===== src/rtl/mcc_pkg.sv =====
package mcc_pkg;
  typedef enum logic [1:0] {
    MODE_FREE    = 2'd0,
    MODE_CLAMP   = 2'd1,
    MODE_ONESHOT = 2'd2,
    MODE_MODN    = 2'd3
  } cnt_mode_e;

  typedef struct packed {
    logic wrap_hi;
    logic wrap_lo;
  } wrap_evt_t;
endpackage


===== src/rtl/mcc_index_qual.sv =====
module mcc_index_qual (
  input  logic idx_in,
  input  logic idx_pol,
  input  logic idx_sync,
  input  logic quad_mode,
  input  logic idx_load_en,
  input  logic qclk,
  output logic idx_load
);
  logic aligned;
  logic active;

  // aligned operation is only honoured when pulses come from quadrature decoding
  assign aligned  = idx_sync & quad_mode;
  assign active   = aligned ? (idx_in == idx_pol) : ~idx_in;
  assign idx_load = idx_load_en & active & (aligned ? qclk : 1'b1);
endmodule


===== src/rtl/mcc_step.sv =====
module mcc_step
  import mcc_pkg::*;
#(
  parameter int W = 24
) (
  input  logic [W-1:0] cur,
  input  logic [W-1:0] bound,
  input  cnt_mode_e    mode,
  input  logic         go_up,
  input  logic         go_dn,
  output logic [W-1:0] nxt,
  output wrap_evt_t    evt
);
  logic at_max, at_zero, at_top;

  assign at_max  = &cur;
  assign at_zero = (cur == '0);
  assign at_top  = (cur >= bound);

  always_comb begin
    nxt = cur;
    evt = '0;
    case (mode)
      MODE_CLAMP: begin
        if (go_up && !at_top)       nxt = cur + 1'b1;
        else if (go_dn && !at_zero) nxt = cur - 1'b1;
      end
      MODE_MODN: begin
        if (go_up) begin
          if (at_top) begin
            nxt = '0;
            evt.wrap_hi = 1'b1;
          end else begin
            nxt = cur + 1'b1;
          end
        end else if (go_dn) begin
          if (at_zero) begin
            nxt = bound;
            evt.wrap_lo = 1'b1;
          end else begin
            nxt = cur - 1'b1;
          end
        end
      end
      default: begin  // free and one-shot share the wrapping step
        if (go_up) begin
          nxt = cur + 1'b1;
          evt.wrap_hi = at_max;
        end else if (go_dn) begin
          nxt = cur - 1'b1;
          evt.wrap_lo = at_zero;
        end
      end
    endcase
  end
endmodule


===== src/rtl/mcc_flags.sv =====
module mcc_flags
  import mcc_pkg::*;
(
  input  logic      clk,
  input  logic      rst_n,
  input  logic      flag_clr,
  input  wrap_evt_t evt,
  input  logic      collide,
  input  logic      step_up,
  input  logic      step_dn,
  output logic      carry,
  output logic      borrow,
  output logic      sign,
  output logic      error,
  output logic      dir_up
);
  always_ff @(posedge clk or negedge rst_n) begin
    if (!rst_n) begin
      carry  <= 1'b0;
      borrow <= 1'b0;
      sign   <= 1'b0;
      error  <= 1'b0;
    end else if (flag_clr) begin
      carry  <= 1'b0;
      borrow <= 1'b0;
      sign   <= 1'b0;
      error  <= 1'b0;
    end else begin
      if (evt.wrap_hi) begin
        carry <= 1'b1;
        sign  <= 1'b0;
      end
      if (evt.wrap_lo) begin
        borrow <= 1'b1;
        sign   <= 1'b1;
      end
      if (collide) error <= 1'b1;
    end
  end

  always_ff @(posedge clk or negedge rst_n) begin
    if (!rst_n)       dir_up <= 1'b1;
    else if (step_up) dir_up <= 1'b1;
    else if (step_dn) dir_up <= 1'b0;
  end
endmodule


===== src/rtl/modal_count_core.sv =====
module modal_count_core
  import mcc_pkg::*;
#(
  parameter int W = 24,
  localparam int XW = W + 1
) (
  input  logic          clk,
  input  logic          rst_n,
  input  logic          cnt_en,
  input  logic          up,
  input  logic          dn,
  input  logic          quad_mode,
  input  logic [1:0]    mode,
  input  logic          preset_wr,
  input  logic [W-1:0]  preset_data,
  input  logic          load_now,
  input  logic          flag_clr,
  input  logic          idx_in,
  input  logic          idx_load_en,
  input  logic          idx_sync,
  input  logic          idx_pol,
  output logic [W-1:0]  count,
  output logic [W-1:0]  preset,
  output logic [XW-1:0] ext_count,
  output logic          carry,
  output logic          borrow,
  output logic          sign,
  output logic          error,
  output logic          dir_up
);
  cnt_mode_e    mode_e;
  logic [W-1:0] count_q, preset_q, step_nxt;
  logic         halted_q;
  logic         one_up, one_dn, qclk, collide;
  logic         idx_load, do_load, stopped;
  wrap_evt_t    evt;

  assign mode_e  = cnt_mode_e'(mode);
  assign one_up  = cnt_en & up & ~dn;
  assign one_dn  = cnt_en & dn & ~up;
  assign qclk    = one_up | one_dn;
  assign collide = cnt_en & up & dn;

  mcc_index_qual u_idx (
    .idx_in      (idx_in),
    .idx_pol     (idx_pol),
    .idx_sync    (idx_sync),
    .quad_mode   (quad_mode),
    .idx_load_en (idx_load_en),
    .qclk        (qclk),
    .idx_load    (idx_load)
  );

  assign do_load = load_now | idx_load;
  assign stopped = halted_q & (mode_e == MODE_ONESHOT);

  mcc_step #(.W(W)) u_step (
    .cur   (count_q),
    .bound (preset_q),
    .mode  (mode_e),
    .go_up (one_up & ~do_load & ~stopped),
    .go_dn (one_dn & ~do_load & ~stopped),
    .nxt   (step_nxt),
    .evt   (evt)
  );

  always_ff @(posedge clk or negedge rst_n) begin
    if (!rst_n) begin
      count_q  <= '0;
      preset_q <= '0;
      halted_q <= 1'b0;
    end else begin
      count_q <= do_load ? preset_q : step_nxt;
      if (preset_wr) preset_q <= preset_data;
      if (do_load)
        halted_q <= 1'b0;
      else if (mode_e == MODE_ONESHOT && (evt.wrap_hi || evt.wrap_lo))
        halted_q <= 1'b1;
    end
  end

  mcc_flags u_flags (
    .clk      (clk),
    .rst_n    (rst_n),
    .flag_clr (flag_clr),
    .evt      (evt),
    .collide  (collide),
    .step_up  (one_up),
    .step_dn  (one_dn),
    .carry    (carry),
    .borrow   (borrow),
    .sign     (sign),
    .error    (error),
    .dir_up   (dir_up)
  );

  assign count     = count_q;
  assign preset    = preset_q;
  assign ext_count = {carry ^ borrow, count_q};
endmodule


===== config.mk =====
export PLATFORM = sky130hd
export DESIGN_NAME = modal_count_core
export DESIGN_NICKNAME = d
export VERILOG_FILES = /design/src/rtl/mcc_pkg.sv /design/src/rtl/mcc_index_qual.sv /design/src/rtl/mcc_step.sv /design/src/rtl/mcc_flags.sv /design/src/rtl/modal_count_core.sv
export SDC_FILE = /design/constraint.sdc
export NUM_CORES = 1
export LEC_CHECK = 0
export ABC_AREA = 1
export ABC_CLOCK_PERIOD_IN_PS = 2800
export BUFFER_PORTS_ARGS = -buffer_cell sky130_fd_sc_hd__buf_4
export CAP_MARGIN = 20
export CORE_ASPECT_RATIO = 0.8
export CORE_UTILIZATION = 40
export CTS_CLUSTER_DIAMETER = 60
export CTS_CLUSTER_SIZE = 16
export DETAILED_ROUTE_END_ITERATION = 10
export SLEW_MARGIN = 20
export SYNTH_ARGS = -nofsm -noshare
export SYNTH_HDL_FRONTEND = slang
export SYNTH_SLANG_ARGS = --single-unit
export TNS_END_PERCENT = 50

===== constraint.sdc =====
create_clock -name clk -period 2.8 [get_ports clk]
set_input_delay 0.14 -clock clk [delete_from_list [all_inputs] [get_ports clk]]
set_output_delay 0.14 -clock clk [all_outputs]
set_load 0.05 [all_outputs]

==> impl_metrics.toml, run 1 <==
[worst_setup_path]
crit_buf_inv = 3
worst_ep_arrival_time_ns = 2.85
slowest_delay_ns = 0.63
worstSetupEndpointType = "register"
crit_family = "simple AND/OR/NAND/NOR gates"
critical_path_class = "register to register"
crit_fanout = 20
start_kind = "register"
cpMaxStageDelayCell = "dfrtp_1"
critPathMostFrequentCell = "nand2_1"
cp.required_ns = 3.04
worstPathCellList = "ha_1 -> nand2_1 -> inv_1 -> nand4_1 -> inv_1 -> a21oi_1 -> nand3_4 -> nand2_1 -> buf_12 -> nand3_1 -> nand2_1 -> nand2_1 -> a21oi_1"

[routing]
num_vias = 5462
ant_nets = 0
wl_microns = 18300
drtPass1Iterations = 5
drc = 0
avgRoutedWirePerCell_microns = 17.2
viasPerCell = 5.14
drtIter0Drc = 430

[timing]
post-route-min-period_ns = 2.61
skew_ns = 0.00596
finalMaxSlewViolations = 0
maxClockFrequency_mhz = 383
worstMarginPinSlew_ns = 0.781
maxSlewHeadroom_pct = 47.9
setup_viol = 0
fin_crit_sh_pct = 93.2
finalHoldViolCount = 0
fin_tns_setup_ns = 0

[placed_design]
portBuffers = 116
hpwlAfterDp_microns = 14300
dp.cells = 1051
gp_congestion = 0.951

[logic_synthesis]
synth_warnings = 0
synthMuxAreaShare_pct = 0
synth_top_area_share_pct = 25.9
synth_area_per_cell_sq_um = 6.51
ys_types = 40
synthTopCellsByArea = "dfrtp_1, nand2_1, nand3_1"
synth-simple-area-share_pct = 39.5
netlist_instances = 785
synth_fa_ha_area_share_pct = 6.61
synth_compound_gate_area_share_pct = 8.20
seq_area_frac_synth_pct = 26.5
synth_area_sq_um = 5110
synth_xor_area_share_pct = 5.48
synth_nets = 851
synth_top_family_by_area = "simple AND/OR/NAND/NOR gates"
synth_seq_cells = 54
yosysTopAreaCell = "dfrtp_1"

[clock_tree]
insertion_delay_ns = 0.31
clk_root_buffer_cell = "clkbuf_16"
cts_tree = "yes"
cts_made_buffers = 5
cts_max_path_buffers = 2
h-tree-depth = 2
cts.clk_slew.worst_paths_ns = 0.08
cts_sinks = 54

[layout]
syn2layout_area_growth_pct = 23.8
stdcell_count = 1062
diodes = 0
drive_gt1_share_pct = 22.7
nets = 957
nFillCells = 1304

[power]
p_leak_nw = 3.34
switchingPower_mw = 2.04
cell_internal_pwr_mw = 2.00
ir_drop_uv = 415
total_power_mw = 4.05
power_density_nw_per_um2 = 639
combinationalPowerShare_pct = 56.8
clkPwrFrac_pct = 18.6
swShare_pct = 50.5
power_frac_seq_pct = 24.6

[grt]
grt_first_pass_wirelength_microns = 28200
grt_pass1_vias = 5095
use_met1_pct = 43.3
grt_start_max_net_pins = 55
met2_usage_pct = 39.5
grt-busiest-layer = "met1"
grt_overflow = 0
antenna_found_initial = 0
grt_usage_pct = 28.6
use_met3_pct = 7.68

[die]
start_util_pct = 41.6
dieWidth_microns = 128
ios = 117
die_area_sq_um = 13200
coreArea_sq_um = 12300
num_rows = 36
die_h_microns = 103

[run_status]
outcome = "finished clean"

[hold_path]
hp-class = "input pin to register"

[flow_run]
drv_cap = 0
==> final cells by class <==
class | count | area [sq um] | area share, %
Tap cell | 171 | 214 | 3.38
Clock inverter | 2 | 38.8 | 0.613
Multi-Input combinational cell | 585 | 3060 | 48.3
Sequential cell | 54 | 1350 | 21.4
Inverter | 91 | 342 | 5.40
Clock buffer | 5 | 125 | 1.98
Timing Repair Buffer | 154 | 1200 | 18.9
==> cells in the mapped netlist <==
master and number:
a31oi_1 10, o21bai_1 3, nor2_1 80, o21a_1 2
nor2_4 4, clkbuf_1 7, dfstp_2 1, nand3_4 1
nand3_2 5, nor3_2 1, nor3b_1 1, a21o_1 1
buf_1 2, nand2_2 4, buf_4 29, or2_2 1
nor2_8 1, inv_2 6, nand2_1 240, nor4_1 3
dfrtp_1 53, xnor2_1 4, ha_1 27, nor3_1 12
o21ai_2 1, o211ai_1 1, a21oi_1 19, nor2_2 9
buf_6 4, nand3b_1 2, nand2_4 3, a21oi_2 4
nand3_1 68, nand4_2 1, xor2_1 28, o21ai_0 33
nand4_1 15, inv_1 85, buf_2 13, or2_0 1
==> final timing paths <==
| check | slack, ns | from | cells after the start | endpoint |
|---|---|---|---|---|
| setup / recovery | 0.19 | count[18] | 13 | count[20] |
| hold / removal | 0.03 | preset_data[16] | 3 | preset[16] |
| setup reg to reg | 0.19 | count[18] | 13 | count[20] |
| hold reg to reg | 0.47 | u_flags.dir_up | 2 | u_flags.dir_up |
| max in group asynchronous | 1.83 | rst_n | 2 | preset[9] |
| min in group asynchronous | 0.41 | rst_n | 2 | u_flags.sign |
==> sequential cells by signal, indices dropped and copies added (netlist names) <==
signal	count
count	24
halted_q	1
preset	24
u_flags.borrow	1
u_flags.carry	1
u_flags.dir_up	1
u_flags.error	1
u_flags.sign	1
==> kinds of logic (layout without fill, tap and decap cells) <==
family          after synthesis  after routing
compound gates               74             74
xor+xnor                     32             32
fa+ha+maj                    27             27
buf+inv                     146            252
flops                        54             54
simple gates                452            452
==> metrics by stage <==
step	utilization, %	setup WS [ns]	instance area [sq um]	hold slack, ns
6_report	51.5	0.190	6330	0.0287
3_5_place_dp	49.8	0.162	6130	0.260
2_1_floorplan	-	0.356	5110	-0.156
5_1_grt	51.5	-0.0124	6330	0.0282
3_3_place_gp	49.8	0.195	6130	0.256
4_1_cts	51.3	0.138	6310	0.0227
==> power by group through the flow <==
stage / registers, mW / clock network, mW / logic [mW]
3_5_place_dp: 1.01 / 0 / 2.27
2_1_floorplan: 1.39 / 0 / 1.23
4_1_cts: 0.996 / 0.765 / 2.28
6_report: 0.996 / 0.751 / 2.30
3_3_place_gp: 1.01 / 0 / 2.26
5_1_grt: 1.01 / 0.792 / 2.48
==> worst register-to-register path, stage by stage (launching register included) <==
cell and delay, ns:
dfrtp_1 0.63, ha_1 0.31, nand2_1 0.05, inv_1 0.04
nand4_1 0.20, inv_1 0.07, a21oi_1 0.28, nand3_4 0.17
nand2_1 0.14, buf_12 0.17, nand3_1 0.10, nand2_1 0.10
nand2_1 0.11, a21oi_1 0.16
==> metal layers <==
metal,part of all wire (%),vias up
li1,-,2672
met1,51,2576
met2,40,199
met3,8.1,15
met4,1.2,0
met5,0,-
==> placed cells by master, fill, tap and decap left out, drive strengths merged, types with 2 or more instances in the layout <==
| master | count |
|---|---|
| nand4 | 16 |
| xor2 | 28 |
| ha | 27 |
| nor3 | 13 |
| or2 | 2 |
| nor2 | 94 |
| dlygate4sd3 | 2 |
| nand3 | 74 |
| a21oi | 23 |
| inv | 91 |
| nor4 | 3 |
| o21bai | 3 |
| o21ai | 34 |
| nand3b | 2 |
| xnor2 | 4 |
| buf | 152 |
| o21a | 2 |
| dfrtp | 53 |
| nand2 | 247 |
| a31oi | 10 |
| clkbuf | 5 |
==> what timing repair did <==
action	4_1_cts	5_1_grt
buffers inserted	0	2
endpoints found under the setup margin	0	3
endpoints found under the hold margin	55	0
gates resized for setup	0	1
hold buffers	2	0
(Power assumes the default switching activity.)
==> inputs of run 2 (changes only) <==
--- a/config.mk
+++ b/config.mk
@@ -19,2 +19,3 @@
 export SYNTH_HDL_FRONTEND = slang
+export SYNTH_HIERARCHICAL = 1
 export SYNTH_SLANG_ARGS = --single-unit
==> constraint.sdc (replaced) <==
create_clock -name clk -period 2.8 [get_ports clk]
set_input_delay 0.7 -clock clk [delete_from_list [all_inputs] [get_ports clk]]
set_output_delay 0.7 -clock clk [all_outputs]
set_load 0.05 [all_outputs]
==> run 2 against run 1 <==
Compared with the run above: via count grew 38%; worst hold slack gained 0.40 ns; non-clock buffer count grew 25; clock-buffer cell count grew 1; critical endpoint is now halted_q; register-to-register slack is essentially flat; area after synthesis grew 26%; total power shrank 5.0%; largest power group unchanged; combinational power shrank 6%; core utilization shrank 1.9 points; routed wire length grew 27%.
==> impl_metrics.toml, run 2 <==
[run_status]
outcome = "finished clean"

[logic_synthesis]
synth_xor_area_share_pct = 2.86
synth_top_area_share_pct = 22.2
synth_nets = 1179
synth_area_sq_um = 6430
synthMuxAreaShare_pct = 0
seq_area_frac_synth_pct = 21.0
synth_warnings = 6
synth_top_family_by_area = "simple AND/OR/NAND/NOR gates"
yosysTopAreaCell = "nand2_1"
yosysMostFrequentCell = "nand2_1"
ys_types = 36
netlist_instances = 1113
synth_edf_count = 0
ys_top_cells_by_count = "nand2_1, inv_1, nor2_1, nand3_1, o21ai_0"
synthArstFlopShare_pct = 100
synth_seq_cells = 54
synth_flop_cell = "dfrtp_1"
synth-simple-area-share_pct = 45.0
synth_compound_gate_area_share_pct = 11.1
synthTopCellsByArea = "nand2_1, dfrtp_1, nand3_1"
synth_area_per_cell_sq_um = 5.78
synth_fa_ha_area_share_pct = 5.25

[layout]
syn2layout_area_growth_pct = 21.3
stdcell_count = 1438
layout_commonest_cell = "nand2_1"
final_area_sq_um = 7800
nFillCells = 1711
drive_gt1_share_pct = 18.9
utilization_pct = 49.6
nets = 1288
layout_common_cells = "nand2_1, buf_4, inv_1, nor2_1, nand3_1"
diodes = 0

[worst_setup_path]
worst_ep_arrival_time_ns = 2.87
critical_path_class = "register to register"
reg2reg_slack_ns = 0.18
crit_fanout = 8
cp.required_ns = 3.05
r2r_start = "count[1]"
start_kind = "register"
worstSetupEndpointType = "register"
r2r-end = "halted_q"
reg2reg_depth = 13

[timing]
maxClockFrequency_mhz = 381
skew_ns = 0.0112
worstMarginPinSlew_ns = 0.719
fin_crit_sh_pct = 93.7
post-route-min-period_ns = 2.62
setup_viol = 0
finalMaxSlewViolations = 0
fin_ws_ns = 0.177
maxSlewHeadroom_pct = 52.1
rsz0062_at_grt = "no"
finalHoldViolCount = 0

[grt]
grt_usage_pct = 29.0
grt-busiest-layer = "met1"
grt_overflow = 0
grt_start_max_net_pins = 55
antenna_found_initial = 0
met2_usage_pct = 41.8
use_met1_pct = 43.7
grt_first_pass_wirelength_microns = 36700
grt_pass1_vias = 6869
use_met3_pct = 5.00

[die]
ios = 117
die_h_microns = 115
start_util_pct = 40.9
dieWidth_microns = 144
num_rows = 41
die_area_sq_um = 16600
coreArea_sq_um = 15700

[routing]
drc = 0
num_vias = 7536
wl_microns = 23200
viasPerCell = 5.24
avgRoutedWirePerCell_microns = 16.1
ant_nets = 0
drtPass1Iterations = 6
drtIter0Drc = 740

[clock_tree]
cts_max_path_buffers = 2
cts_sinks = 54
cts_made_buffers = 5
cts.clk_slew.worst_paths_ns = 0.08
clk_root_buffer_cell = "clkbuf_16"
cts_tree = "yes"
postCtsSetupBuffers = 0
h-tree-depth = 2
insertion_delay_ns = 0.32

[power]
total_power_mw = 3.84
p_leak_nw = 3.99
ir_drop_uv = 283
power_density_nw_per_um2 = 493

[placed_design]
place_ws_ns = -0.0483
hpwlAfterDp_microns = 17900
gp_congestion = 0.982
dp.cells = 1430
portBuffers = 116
placed_area_sq_um = 7630

[hold_path]
hp-class = "input pin to async pin"

[flow_run]
drv_cap = 0
==> run 2: area by class of cell <==
class | count | area, sq um | share of cell area, %
inverter | 124 | 465 | 5.96
tap | 215 | 269 | 3.45
clock buffer | 6 | 129 | 1.65
clock inverter | 2 | 38.8 | 0.497
sequential | 54 | 1350 | 17.3
timing repair buffer | 179 | 1410 | 18.0
multi-input combinational | 858 | 4140 | 53.1
==> run 2: worst max path at each step <==
stage / startpoint / endpoint / slack [ns] / cells after the start
after detailed placement: cnt_en / count[0] / -0.05 / 18
after CTS: count[1] / halted_q / 0.20 / 13
after floorplan: dn / count[1] / 0.005 / 22
final: count[1] / halted_q / 0.18 / 13
after global placement: cnt_en / count[23] / 0.01 / 18
after global routing: dn / count[0] / 0.007 / 19
==> run 2: metal layers <==
layer,vias up,routed length (microns)
li1,3729,-
met1,3389,11000
met2,378,9250
met3,40,2380
met4,0,509
met5,-,0
==> run 2: stage by stage <==
stage	hold WS, ns	TNS (ns)
after floorplan	0.404	0
after global placement	0.454	0
after detailed placement	0.458	-0.0890
after CTS	0.465	0
after global routing	0.500	0
final	0.432	0
==> run 2: worst max-delay path, stage by stage (launching register included) <==
cell and delay, ns:
dfrtp_1 0.59, ha_2 0.38, nand2_1 0.12, nor2_1 0.21, nand2_1 0.13, nor2_2 0.25
nand4_1 0.23, nand2_1 0.11, nand4_1 0.10, inv_1 0.13, inv_1 0.06, nand2_1 0.07
nand2_1 0.06, a21oi_2 0.11
==> run 2: cell families after synthesis <==
family | Yosys count
AOI/OAI and AO/OA | 136
and+or+nand+nor | 674
buffers and inverters | 201
DFF | 54
adders and majority gates | 27
xor gates and xnor gates | 21
==> run 2: timing repair <==
action | CTS | global route
hold buffers | 0 | 0
setup endpoints to repair | 0 | 1
gates resized for setup | 0 | 1
==> run 2: power by group <==
part / switching (mW) / internal, mW / leakage [nW] / total (mW)
sequential: 0.0751 / 0.864 / 0.671 / 0.939
clock: 0.322 / 0.426 / 0.0810 / 0.747
combinational: 1.49 / 0.671 / 3.24 / 2.16
total: 1.88 / 1.96 / 3.99 / 3.84
